`src/rtl/pixclk_pkg.sv`:
```
`timescale 1ns/1ps
package pixclk_pkg;
  localparam int FRAC_W   = 4;
  localparam int DOWN_LSB = 16;
  localparam int MIN_DIV  = 16;

  typedef enum logic [1:0] {
    REG_DIV  = 2'd0,
    REG_DOWN = 2'd1,
    REG_CTRL = 2'd2
  } reg_sel_e;
endpackage

```
`src/rtl/pixclk_cfg.sv`:
```
`timescale 1ns/1ps
module pixclk_cfg
  import pixclk_pkg::*;
#(
  parameter int DIV_W = 16
) (
  input  logic             clk,
  input  logic             rst_n,
  input  logic             we,
  input  logic [1:0]       addr,
  input  logic [31:0]      wdata,
  output logic [DIV_W-1:0] div_q,
  output logic [DIV_W-FRAC_W-1:0] down_eff,
  output logic             src_ext
);
  localparam int INT_W = DIV_W - FRAC_W;

  logic [INT_W-1:0] down_q;
  logic [INT_W-1:0] int_part;
  logic [DIV_W-1:0] wr_div;

  assign wr_div   = wdata[DIV_W-1:0];
  assign int_part = div_q[DIV_W-1:FRAC_W];

  always_ff @(posedge clk or negedge rst_n) begin
    if (!rst_n) begin
      div_q   <= DIV_W'(MIN_DIV);
      down_q  <= '0;
      src_ext <= 1'b0;
    end else if (we) begin
      case (reg_sel_e'(addr))
        REG_DIV:  div_q   <= (wr_div < DIV_W'(MIN_DIV)) ? DIV_W'(MIN_DIV) : wr_div;
        REG_DOWN: down_q  <= wdata[DOWN_LSB +: INT_W];
        REG_CTRL: src_ext <= wdata[0];
        default:  ;
      endcase
    end
  end

  // Fall back to half the integer period when the field is unusable.
  always_comb begin
    if (down_q == '0 || down_q >= int_part) down_eff = int_part >> 1;
    else                                   down_eff = down_q;
  end

  a_r2_div_clamped: assert property (@(posedge clk) disable iff (!rst_n)
    (we && addr == REG_DIV) |=> (div_q >= DIV_W'(MIN_DIV)));
endmodule

```
`src/rtl/pixclk_frac_acc.sv`:
```
`timescale 1ns/1ps
module pixclk_frac_acc
  import pixclk_pkg::*;
(
  input  logic              clk,
  input  logic              rst_n,
  input  logic              clear,
  input  logic              step,
  input  logic [FRAC_W-1:0] frac,
  output logic              carry
);
  logic [FRAC_W-1:0] acc;
  logic [FRAC_W:0]   sum;

  assign sum   = {1'b0, acc} + {1'b0, frac};
  assign carry = sum[FRAC_W];

  always_ff @(posedge clk or negedge rst_n) begin
    if (!rst_n)     acc <= '0;
    else if (clear) acc <= '0;
    else if (step)  acc <= sum[FRAC_W-1:0];
  end

  a_r6_acc_cleared: assert property (@(posedge clk) disable iff (!rst_n)
    clear |=> (acc == '0));
endmodule

```
`src/rtl/pixclk_frac_gen.sv`:
```
`timescale 1ns/1ps
module pixclk_frac_gen
  import pixclk_pkg::*;
#(
  parameter int DIV_W = 16
) (
  input  logic             clk,
  input  logic             rst_n,
  input  logic             core_tick,
  input  logic             ext_tick,
  input  logic             cfg_we,
  input  logic [1:0]       cfg_addr,
  input  logic [31:0]      cfg_wdata,
  input  logic             run_en,
  output logic             pix_stb,
  output logic             pix_lvl,
  output logic [DIV_W-1:0] div_rdback
);
  localparam int INT_W = DIV_W - FRAC_W;
  localparam int LEN_W = INT_W + 1;

  logic [DIV_W-1:0] div_q;
  logic [INT_W-1:0] down_eff;
  logic             src_ext;
  logic             tick;
  logic             carry;
  logic             running;
  logic             boundary;
  logic [LEN_W-1:0] pos;
  logic [LEN_W-1:0] pos_nxt;
  logic [LEN_W-1:0] cur_len;
  logic [INT_W-1:0] high_len;
  logic [INT_W-1:0] int_part;

  pixclk_cfg #(.DIV_W(DIV_W)) u_cfg (
    .clk(clk), .rst_n(rst_n), .we(cfg_we), .addr(cfg_addr), .wdata(cfg_wdata),
    .div_q(div_q), .down_eff(down_eff), .src_ext(src_ext)
  );

  pixclk_frac_acc u_acc (
    .clk(clk), .rst_n(rst_n), .clear(!run_en), .step(run_en && tick && boundary),
    .frac(div_q[FRAC_W-1:0]), .carry(carry)
  );

  assign tick       = src_ext ? ext_tick : core_tick;
  assign int_part   = div_q[DIV_W-1:FRAC_W];
  assign boundary   = !running || (pos == cur_len - LEN_W'(1));
  assign pos_nxt    = pos + LEN_W'(1);
  assign div_rdback = div_q;

  always_ff @(posedge clk or negedge rst_n) begin
    if (!rst_n) begin
      running  <= 1'b0;
      pos      <= '0;
      cur_len  <= LEN_W'(1);
      high_len <= INT_W'(1);
      pix_lvl  <= 1'b0;
      pix_stb  <= 1'b0;
    end else if (!run_en) begin
      running  <= 1'b0;
      pos      <= '0;
      pix_lvl  <= 1'b0;
      pix_stb  <= 1'b0;
    end else begin
      pix_stb <= 1'b0;
      if (tick) begin
        if (boundary) begin
          running  <= 1'b1;
          pos      <= '0;
          cur_len  <= {1'b0, int_part} + LEN_W'(carry);
          high_len <= int_part - down_eff;
          pix_lvl  <= 1'b1;
          pix_stb  <= 1'b1;
        end else begin
          pos     <= pos_nxt;
          pix_lvl <= pos_nxt < {1'b0, high_len};
        end
      end
    end
  end

  a_r7_stb_with_level: assert property (@(posedge clk) disable iff (!rst_n)
    pix_stb |-> pix_lvl);
  a_r6_halt_outputs: assert property (@(posedge clk) disable iff (!rst_n)
    !run_en |=> (!pix_stb && !pix_lvl));
  a_r5_stb_needs_tick: assert property (@(posedge clk) disable iff (!rst_n)
    $rose(pix_stb) |-> $past(tick && run_en));
  a_r1_pos_in_period: assert property (@(posedge clk) disable iff (!rst_n)
    running |-> (pos < cur_len));
endmodule

```
`config.mk`:
```
export PLATFORM = sky130hd
export DESIGN_NAME = pixclk_frac_gen
export DESIGN_NICKNAME = d
export VERILOG_FILES = /design/src/rtl/pixclk_pkg.sv /design/src/rtl/pixclk_cfg.sv /design/src/rtl/pixclk_frac_acc.sv /design/src/rtl/pixclk_frac_gen.sv
export SDC_FILE = /design/constraint.sdc
export NUM_CORES = 1
export LEC_CHECK = 0
export BUFFER_PORTS_ARGS = -buffer_cell sky130_fd_sc_hd__buf_2
export CAP_MARGIN = 40
export CELL_PAD_IN_SITES_DETAIL_PLACEMENT = 1
export CELL_PAD_IN_SITES_GLOBAL_PLACEMENT = 1
export CORE_MARGIN = 8
export CORE_UTILIZATION = 35
export CTS_CLUSTER_SIZE = 40
export DETAILED_ROUTE_END_ITERATION = 10
export PLACE_DENSITY_LB_ADDON = 0.1
export SYNTH_ARGS = -nofsm -noshare
export SYNTH_HDL_FRONTEND = slang
export SYNTH_SLANG_ARGS = --single-unit
export TNS_END_PERCENT = 1
```
`constraint.sdc`:
```
create_clock -name clk -period 4.7 [get_ports clk]
set_input_delay 0.235 -clock clk [delete_from_list [all_inputs] [get_ports clk]]
set_output_delay 0.235 -clock clk [all_outputs]
set_load 0.005 [all_outputs]
```
==> metrics.md, run 1 <==
| Metric | Value |
|---|---|
| Worst EP required | 4.91 ns |
| GRT Overall Usage | 16.10% |
| Initial antenna violation count | 0 |
| Maxcap violations | 0 |
| Leading area contributor after synthesis | dfrtp_1 |
| Fmax | 242.4 MHz |
| Final Hold Fails | 0 |
| Final #Nets | 657 |
| Root Driver | clkbuf_16 |
| Mapped Nets | 605 |
| I/O pins | 58 |
| Final Cell Area | 0.005906 mm^2 |
| Clock share of power | 25.8% |
| Grt ovf | 0 |
| Total Wirelength | 13,890 um |
| Clock sink count | 74 |
| Warnings from Yosys | 0 |
| Max incr delay on CP | 0.51 ns |
| CP Class | reg2reg |
| Status | finished clean |
| Post-route minimum period | 4.126 ns |
| CTS H-Tree Depth | 3 |
| DPL Wire Length | 11,150 um |
| First-pass GRT wire length | 23,370 um |
| Slew Viols, Final | 0 |
| Util after Layout | 41.10% |
| Internal reg-to-reg setup slack | 0.57 ns |
| EDFF count, synth | 0 |
| Synth top area cells | dfrtp_1, ha_1, xnor2_1, mux2i_1, mux2_2 |
| Initial DRC count | 177 |
| Routability Congestion | 0.7996 |
| Critical Path, Cell by Cell | inv_1, ha_1, o21ai_0, o21ai_0, a211oi_1, o211ai_1, buf_4, mux2i_1, ha_1, nor2b_1, o31a_1, nor4b_1, o41ai_1, a21oi_1, xor2_1, mux2i_1 |
| Hold depth | 2 |
| Largest net degree at the start of global routing | 48 |
| Postcts setup bufs | 0 |
| Vias/cell | 5.214 |
| CTS Buf Count | 9 |
| Via count | 3,973 |
| Die width | 136.7 um |
| Final WS setup | 0.5743 ns |
| Switching Fraction | 37.43% |
| Worst Setup Start Kind | register |
| Port Buffer Count | 53 |
| P_int | 1.768 mW |
| Power density cells | 478.5 mW/mm^2 |
| Slew @ Worst Pin | 0.8068 ns |
| Post-synth top area share | 34.83% |
| Bufs on Longest Clock Path | 2 |
| Synth Area per Inst | 9.791 um^2 |
| Top FF cell, synth | dfrtp_1 |
| Unrepaired setup endpoints after global routing | false |
| Share of the yosys chip area belonging to registers | 36.37% |
| Placed cell area | 0.005580 mm^2 |
| CTS tree | done |
| Fin crit share | 87.78% |
| Setup Viol. Count Final | 0 |
| DRT Pass-1 Iters | 4 |
| Setup WS pre-CTS | 0.5559 ns |
| N_diodes | 0 |
| Leak pwr | 2.869 nW |
| Hold Path Class | in2reg |
| Most common cell after layout, fill and taps aside | dfrtp_1 |
| Core ar. | 0.01437 mm^2 |
| Starting Density | 35.50% |
| Share of cells above drive strength 1 | 19.38% |
| Antenna viol nets, final | 0 |
| Area Growth Syn to Fin | 15.77% |
| Full die area | 0.01869 mm^2 |
| Clock transition at path regs | 0.06 ns |
| Comb pwr share | 40.2% |
| Die Ht | 136.7 um |
| Yosys reg bits | 74 |
| Final hold slack | 0.1100 ns |
| CP Max Fanout | 9 |
| Vias in the first global route | 4,432 |
| NetSw | 1.058 mW |
| Synth cell types | 56 |
| Slew headroom | 45.77% |
| Fraction of registers with async set/reset | 100.0% |
| Cells after synthesis | 521 |
| Worst setup EP type | register |
| Syn Std Cell Area | 0.005101 mm^2 |
| Worst VDD drop | 0.2138 mV |
| Flop pwr share | 34.0% |
| Drt wl/cell | 18.23 um |
| Drt drc | 0 |
| R2R depth | 16 |
| CP Data Arrival Time | 4.34 ns |
| Critical path's slowest cell | dfrtp_1 |
| Most frequent cells in the layout | dfrtp_1, buf_2, nand2_1, ha_1, inv_1 |
| Clk Latency, worst-skew pair | 0.35 ns |
| Worst Skew | 0.003860 ns |
| Final setup TNS | 0 ns |
| FP Rows | 44 |
flip-flops by register name, indices dropped and copies added (netlist names):
register	cells
cur_len	13
high_len	12
pix_lvl	1
pix_stb	1
pos	13
running	1
u_acc.acc	4
u_cfg.div_q	16
u_cfg.down_q	12
u_cfg.src_ext	1
synth_stat cells, drive strengths merged (15+ instances only):
cell / number
inv: 37
xor2: 16
dfrtp: 71
o21ai: 29
nand3: 15
ha: 42
mux2i: 26
nor2: 22
mux2: 27
nand2: 50
xnor2: 36
nor4: 15
final timing paths:
check | startpoint | endpoint
min in group asynchronous | rst_n | u_cfg.down_q[10]
max | u_cfg.div_q[6] | high_len[10]
max in group asynchronous | rst_n | cur_len[0]
max reg2reg | u_cfg.div_q[6] | high_len[10]
min reg2reg | high_len[0] | high_len[0]
min | cfg_wdata[3] | u_cfg.div_q[3]
cells by family after synthesis:
kind of cell,Yosys count,synth area share [%]
xor+xnor,52,8.928
compound gates,85,11.63
simple gates,159,16.31
flops,74,36.37
mux,53,11.50
fa+ha+maj,44,11.09
buf+inv,54,4.169
metal layers:
layer	track usage (%)	vias up	part of all wire [%]
met5	0	-	0
met4	6.406	0	2.4
met3	3.781	19	2.6
met2	26.40	47	48
met1	20.00	1956	47
li1	-	1951	-
per-stage QoR:
stage               std cells  power, mW
floorplan                 521      1.760
global placement          743      2.072
detailed placement        745      2.125
CTS                       762      2.879
global route              762      3.059
finish                    762      2.826
worst max-delay path: cells and delay by family (launching register included):
kind                       cells  cell delay, ns
buffers and inverters          2            0.39
xor gates and xnor gates       1            0.20
muxes                          2            0.29
and+or+nand+nor                2            0.54
adders and majority gates      2            0.58
AOI/OAI and AO/OA              7            1.50
DFF                            1            0.51
power by group through the flow:
stage | Clock (mW) | Combinational (mW) | Sequential (mW)
after global placement | 0 | 1.10 | 0.969
after floorplan | 0 | 0.840 | 0.920
after detailed placement | 0 | 1.15 | 0.976
after CTS | 0.753 | 1.16 | 0.966
after global routing | 0.779 | 1.29 | 0.990
final | 0.729 | 1.14 | 0.961
area by class of cell:
type,count,area [um^2]
clock buffer,12,266.5
clock inverter,4,48.80
fill,1641,8463
inverter,37,138.9
multi-input combinational,393,3038
sequential,74,1856
tap,184,230.2
timing repair buffer,58,327.8
timing repair:
action | in CTS | in global routing
endpoints found under the hold margin | 27 | 0
gates resized for setup | 0 | 0
hold buffers | 1 | 0
No activity file was read; power rests on OpenSTA's default activity.
==> inputs of run 2 (changes only) <==
- CORE_MARGIN: 8 -> 3
==> run 2 against run 1 <==
- cell area is 0.78% higher
- combinational power hardly changed
- global-route usage is 2.2 points higher
- register-to-register slack worse by 0.15 ns
- critical path depth is 1 higher
- first-iteration DRC count is 6.8% lower
- maximum frequency is 3.5% lower
- sequential share of layout area is 0.24 points lower
- non-clock buffer count stayed put
- die area is 14% lower
- clock skew is 0.0012 ns higher
==> metrics.md, run 2 (synthesis gave the netlist of run 1 again) <==
| Metric | Value |
|---|---|
| Status | finished clean |
| Worst VDD drop | 0.2148 mV |
| Final Hold Fails | 0 |
| Critical Path, Cell by Cell | inv_1, ha_1, a211oi_1, nor2_1, a211oi_1, o211ai_1, nand2_1, o21ai_0, ha_1, fa_1, nor2b_1, o31a_1, nor4b_2, o41ai_1, a21oi_1, xor2_1, mux2i_1 |
| Share of cells above drive strength 1 | 19.24% |
| Final #Nets | 657 |
| Initial DRC count | 165 |
| Worst Setup Start Kind | register |
| DRT Pass-1 Iters | 4 |
| R2R depth | 17 |
| Slew Viols, Final | 0 |
| Final setup TNS | 0 ns |
| Worst Hold Path EP | u_cfg.div_q[3] |
| Reg area | 0.001856 mm^2 |
| Starting Density | 36.33% |
| Grt ovf | 0 |
| Post-route minimum period | 4.275 ns |
| Critical path's slowest cell | o41ai_1 |
| Drt drc | 0 |
| Initial antenna violation count | 0 |
| Full die area | 0.01606 mm^2 |
| N_diodes | 0 |
| CP Buf/Inv Count | 1 |
| Vias/cell | 5.357 |
| Clock transition at path regs | 0.06 ns |
| Internal reg-to-reg setup slack | 0.42 ns |
| Area Growth Syn to Fin | 16.68% |
| Kind of cell adding the most delay to the critical path | compound AO/OA/AOI/OAI gates |
| Hold Startpoint | cfg_wdata[3] |
| CTS tree | done |
| Port Buffer Count | 53 |
| Fmax | 233.9 MHz |
| Biggest regs | u_cfg.div_q x16, cur_len x13, pos x13 |
| FP Rows | 43 |
| Vias in the first global route | 4,409 |
| Worst Skew | 0.005071 ns |
| Maxcap violations | 0 |
| Root Driver | clkbuf_16 |
| Postcts setup bufs | 0 |
| Setup Viol. Count Final | 0 |
| Leak pwr | 2.882 nW |
| Bufs on Longest Clock Path | 2 |
| First-pass GRT wire length | 23,390 um |
| Hold Path Class | in2reg |
| Die width | 126.7 um |
| Fill count | 1,588 |
| Multi-input logic area | 0.003044 mm^2 |
| GRT Overall Usage | 18.31% |
| Fin crit share | 90.96% |
| Total Wirelength | 13,720 um |
| CTS H-Tree Depth | 3 |
| Most frequent cells in the layout | dfrtp_1, buf_2, nand2_1, ha_1, inv_1 |
| CTS Buf Count | 9 |
| Clock sink count | 74 |
| Hold depth | 2 |
| Worst setup EP type | register |
| Clk Latency, worst-skew pair | 0.35 ns |
| Largest net degree at the start of global routing | 51 |
| Worst EP required | 4.92 ns |
| Core ar. | 0.01404 mm^2 |
| CP Class | reg2reg |
| Routability Congestion | 0.8081 |
| FF-to-FF End | high_len[10] |
| Die Ht | 126.7 um |
| Drt wl/cell | 18.13 um |
| Most common cell after layout, fill and taps aside | dfrtp_1 |
| CP Data Arrival Time | 4.49 ns |
| CP Max Fanout | 5 |
| Power density cells | 496.9 mW/mm^2 |
| Max reg flops | 16 |
| R2r startpoint | u_cfg.div_q[9] |
| Final hold slack | 0.09983 ns |
| Unrepaired setup endpoints after global routing | false |
| I/O pins | 58 |
| Via count | 4,055 |
| Max incr delay on CP | 0.47 ns |
| Slew @ Worst Pin | 0.8457 ns |
| Antenna viol nets, final | 0 |
| Biggest register | u_cfg.div_q |
| DPL Wire Length | 10,720 um |
| Slew headroom | 43.15% |
==> run 2: repair_timing <==
action / CTS / global route
setup endpoints to repair: 0 / 1
hold endpoints to repair: 23 / 0
hold buffers: 1 / 0
resized for setup: 0 / 1
==> run 2: metal layers <==
layer	global-route usage, %	wire, um	vias up
met5	0	0	-
met4	4.606	210	0
met3	4.547	403	19
met2	29.95	6593	43
met1	24.35	6516	2038
li1	-	-	1955
==> run 2: report_power, final <==
part | internal, mW | switching (mW) | total (mW)
clock network | 0.570 | 0.288 | 0.857
registers | 0.796 | 0.164 | 0.959
logic | 0.520 | 0.620 | 1.14
total | 1.89 | 1.07 | 2.96
==> run 2: final cells by class <==
type	count	share of cell area (%)
well taps	180	3.784
clock inverters	5	2.144
clock buffers	10	3.847
inverters	37	2.333
multi-input cells	393	51.15
flip-flops and latches	74	31.18
repair buffers	58	5.571
==> run 2: worst max-delay path by stage <==
stage,from,to,slack (ns),depth (start not counted)
3_3_place_gp,u_cfg.div_q[6],high_len[10],0.58,16
6_report,u_cfg.div_q[9],high_len[10],0.42,17
2_1_floorplan,u_cfg.div_q[9],high_len[10],0.94,18
3_5_place_dp,u_cfg.div_q[9],high_len[10],0.51,16
4_1_cts,u_cfg.div_q[9],high_len[10],0.39,16
5_1_grt,u_cfg.div_q[9],high_len[10],0.07,17
==> run 2: stage by stage <==
step                      cells  utilization (%)  power [mW]  area (um^2)  worst slack, ns
after floorplan             521                -       1.760         5101           0.9444
final                       757            42.39       2.957         5952           0.4248
after CTS                   757            42.34       2.999         5946           0.3914
after global placement      739            39.45       2.071         5540           0.5827
after global routing        757            42.39       3.193         5952          0.07115
after detailed placement    741            39.73       2.118         5579           0.5128
==> inputs of run 3 (changes only) <==
- CORE_UTILIZATION: 35 -> 45
- SYNTH_HIERARCHICAL: default -> 1
==> run 3 against run 2 <==
- die area is 19% lower
- largest cell class unchanged
- wire length down 3.8%
- combinational power increased by 5%
- worst setup slack improved by 0.094 ns
==> metrics.md, run 3 <==
| Metric | Value |
|---|---|
| Largest family of logic cells by synthesized area | simple AND/OR/NAND/NOR gates |
| Synth Area in XOR/XNOR | 7.837% |
| CTS H-Tree Depth | 3 |
| Max reg flops | 16 |
| Antenna viol nets, final | 0 |
| EDFF count, synth | 0 |
| Initial DRC count | 124 |
| Worst setup EP type | register |
| Synth cell types | 68 |
| Cells after synthesis | 520 |
| Setup Viol. Count Final | 0 |
| Clock sink count | 74 |
| Most common cell in the netlist | dfrtp_1 |
| CP Max Fanout | 9 |
| Warnings from Yosys | 6 |
| N_diodes | 0 |
| Biggest regs | u_cfg/div_q x16, cur_len x13, pos x13 |
| Synth Area in Compound Gates | 12.39% |
| Slew @ Worst Pin | 0.7314 ns |
| DRT Pass-1 Iters | 6 |
| Bufs on Longest Clock Path | 2 |
| Post-route minimum period | 4.182 ns |
| Drt drc | 0 |
| Final hold slack | 0.1047 ns |
| Fmax | 239.1 MHz |
| GRT Overall Usage | 21.82% |
| Largest net degree at the start of global routing | 60 |
| Slew headroom | 51.06% |
| FP Rows | 38 |
| Via count | 4,105 |
| Worst Skew | 0.003972 ns |
| Slew Viols, Final | 0 |
| CTS tree | done |
| Post-cts sizing count | 0 |
| I/O pins | 58 |
| Total Wirelength | 13,200 um |
| Area Growth Syn to Fin | 13.79% |
| Share of cells above drive strength 1 | 23.14% |
| Clock transition at path regs | 0.06 ns |
| Top FF cell, synth | dfrtp_1 |
| Worst VDD drop | 0.2748 mV |
| Synth Area per Inst | 10.10 um^2 |
| CTS Buf Count | 9 |
| Vias in the first global route | 4,477 |
| Biggest register | u_cfg/div_q |
| Final #Nets | 658 |
| Synth top area cells | dfrtp_1, ha_1, xnor2_1, mux2_2, mux2_4 |
| Maxcap violations | 0 |
| Most common cell after layout, fill and taps aside | dfrtp_1 |
| Unrepaired setup endpoints after global routing | false |
| Hold Path Class | in2reg |
| First-pass GRT wire length | 22,300 um |
| Post-synthesis mux area share | 12.36% |
| Drt wl/cell | 18.36 um |
| M1 GR Usage | 26.33% |
| CP Data Arrival Time | 4.39 ns |
| Worst EP required | 4.91 ns |
| Final setup TNS | 0 ns |
| Most frequent cells in the layout | dfrtp_1, buf_2, inv_1, ha_1, nand2_1 |
| Share of the yosys chip area belonging to registers | 35.33% |
| Status | finished clean |
| CP Class | reg2reg |
| Post-synthesis simple-gate area fraction | 16.03% |
| Clk Latency, worst-skew pair | 0.34 ns |
| Grt ovf | 0 |
| Postcts setup bufs | 0 |
| Mapped Nets | 604 |
| Synth top cells by count | dfrtp_1, inv_1, ha_1 |
| Fraction of registers with async set/reset | 100.0% |
| Initial antenna violation count | 0 |
| Full die area | 0.01301 mm^2 |
| Fin crit share | 88.97% |
| Final Hold Fails | 0 |
| Port Buffer Count | 53 |
| DPL Wire Length | 10,330 um |
| Routability Congestion | 0.7889 |
| Worst Setup Start Kind | register |
| Die width | 114.0 um |
| Starting Density | 47.21% |
| Core ar. | 0.01113 mm^2 |
| Leading area contributor after synthesis | dfrtp_1 |
| Post-Synth Adder-Cell Area | 10.77% |
| Syn Std Cell Area | 0.005253 mm^2 |
| Peak-usage layer in the global routing report | met2 |
| Die Ht | 114.0 um |
| GRT met3 Usage | 4.138% |
| M2 GR Usage | 38.60% |
| Post-synth top area share | 33.83% |
| Root Driver | clkbuf_16 |
| Yosys reg bits | 74 |
| Power density cells | 481.4 mW/mm^2 |
| Vias/cell | 5.709 |
| Leak pwr | 2.869 nW |
## run 3: what timing repair did
item,4_1_cts,5_1_grt
hold buffers,1,0
endpoints found under the hold margin,15,0
setup endpoints to repair,0,0
## run 3: layout make-up
class                           count  area, um^2
Clock buffer                       14       264.0
Clock inverter                      2       35.03
Fill cell                        1271        5149
Inverter                           47       176.4
Multi-Input combinational cell    382        3124
Sequential cell                    74        1856
Tap cell                          140       175.2
Timing Repair Buffer               60       346.6
## run 3: metrics by stage
stage	instances	utilization (%)	area, um^2	total power, mW	setup slack (ns)
after floorplan	520	-	5253	1.851	0.9835
after global placement	699	50.53	5622	2.103	0.4759
after detailed placement	702	50.94	5668	2.186	0.4623
after CTS	719	53.72	5977	2.913	0.4532
after global routing	719	53.72	5977	3.092	0.1631
final	719	53.72	5977	2.877	0.5184
## run 3: where the power goes
part           total, mW  switching [mW]  internal, mW
combinational       1.20           0.612         0.588
sequential         0.969           0.177         0.793
clock              0.708           0.268         0.440
total               2.88            1.06          1.82
## run 3: path summary, 6_finish.rpt
kind                           startpoint             end  slack, ns  cells after the start
max reg2reg                u_cfg/div_q[4]    high_len[11]       0.52                     16
min                          cfg_wdata[4]  u_cfg/div_q[4]       0.10                      3
min in group asynchronous           rst_n         pos[11]       0.31                      2
min reg2reg                   high_len[0]     high_len[0]       0.49                      2
max in group asynchronous           rst_n      cur_len[0]       3.78                      3
max                        u_cfg/div_q[4]    high_len[11]       0.52                     16
## run 3: layer usage
layer	vias up	part of all wire, %
met5	-	0
met4	0	2.1
met3	24	3.2
met2	71	51
met1	2050	43
li1	1960	-
## run 3: cells by family (layout without fill, tap and decap cells)
family	Yosys count	count (layout)
AO/OA/AOI/OAI	90	90
XOR/XNOR	47	47
adder cells (fa/ha/maj)	44	44
buffers and inverters	64	123
flip-flops	74	74
multiplexers	54	54
AND/OR/NAND/NOR	147	147
## run 3: worst max-delay path, stage by stage (launching register included)
cell and delay [ns]:
dfstp_2 0.57, ha_1 0.24, nand2b_4 0.14, a2111oi_2 0.36, and4b_4 0.26, nor3_4 0.19, buf_4 0.25, mux2_4 0.31
inv_1 0.05, ha_1 0.24, o21a_1 0.12, o31a_1 0.13, o41ai_1 0.41, o21ai_0 0.25, o31ai_1 0.29, xnor2_1 0.15
mux2i_1 0.08
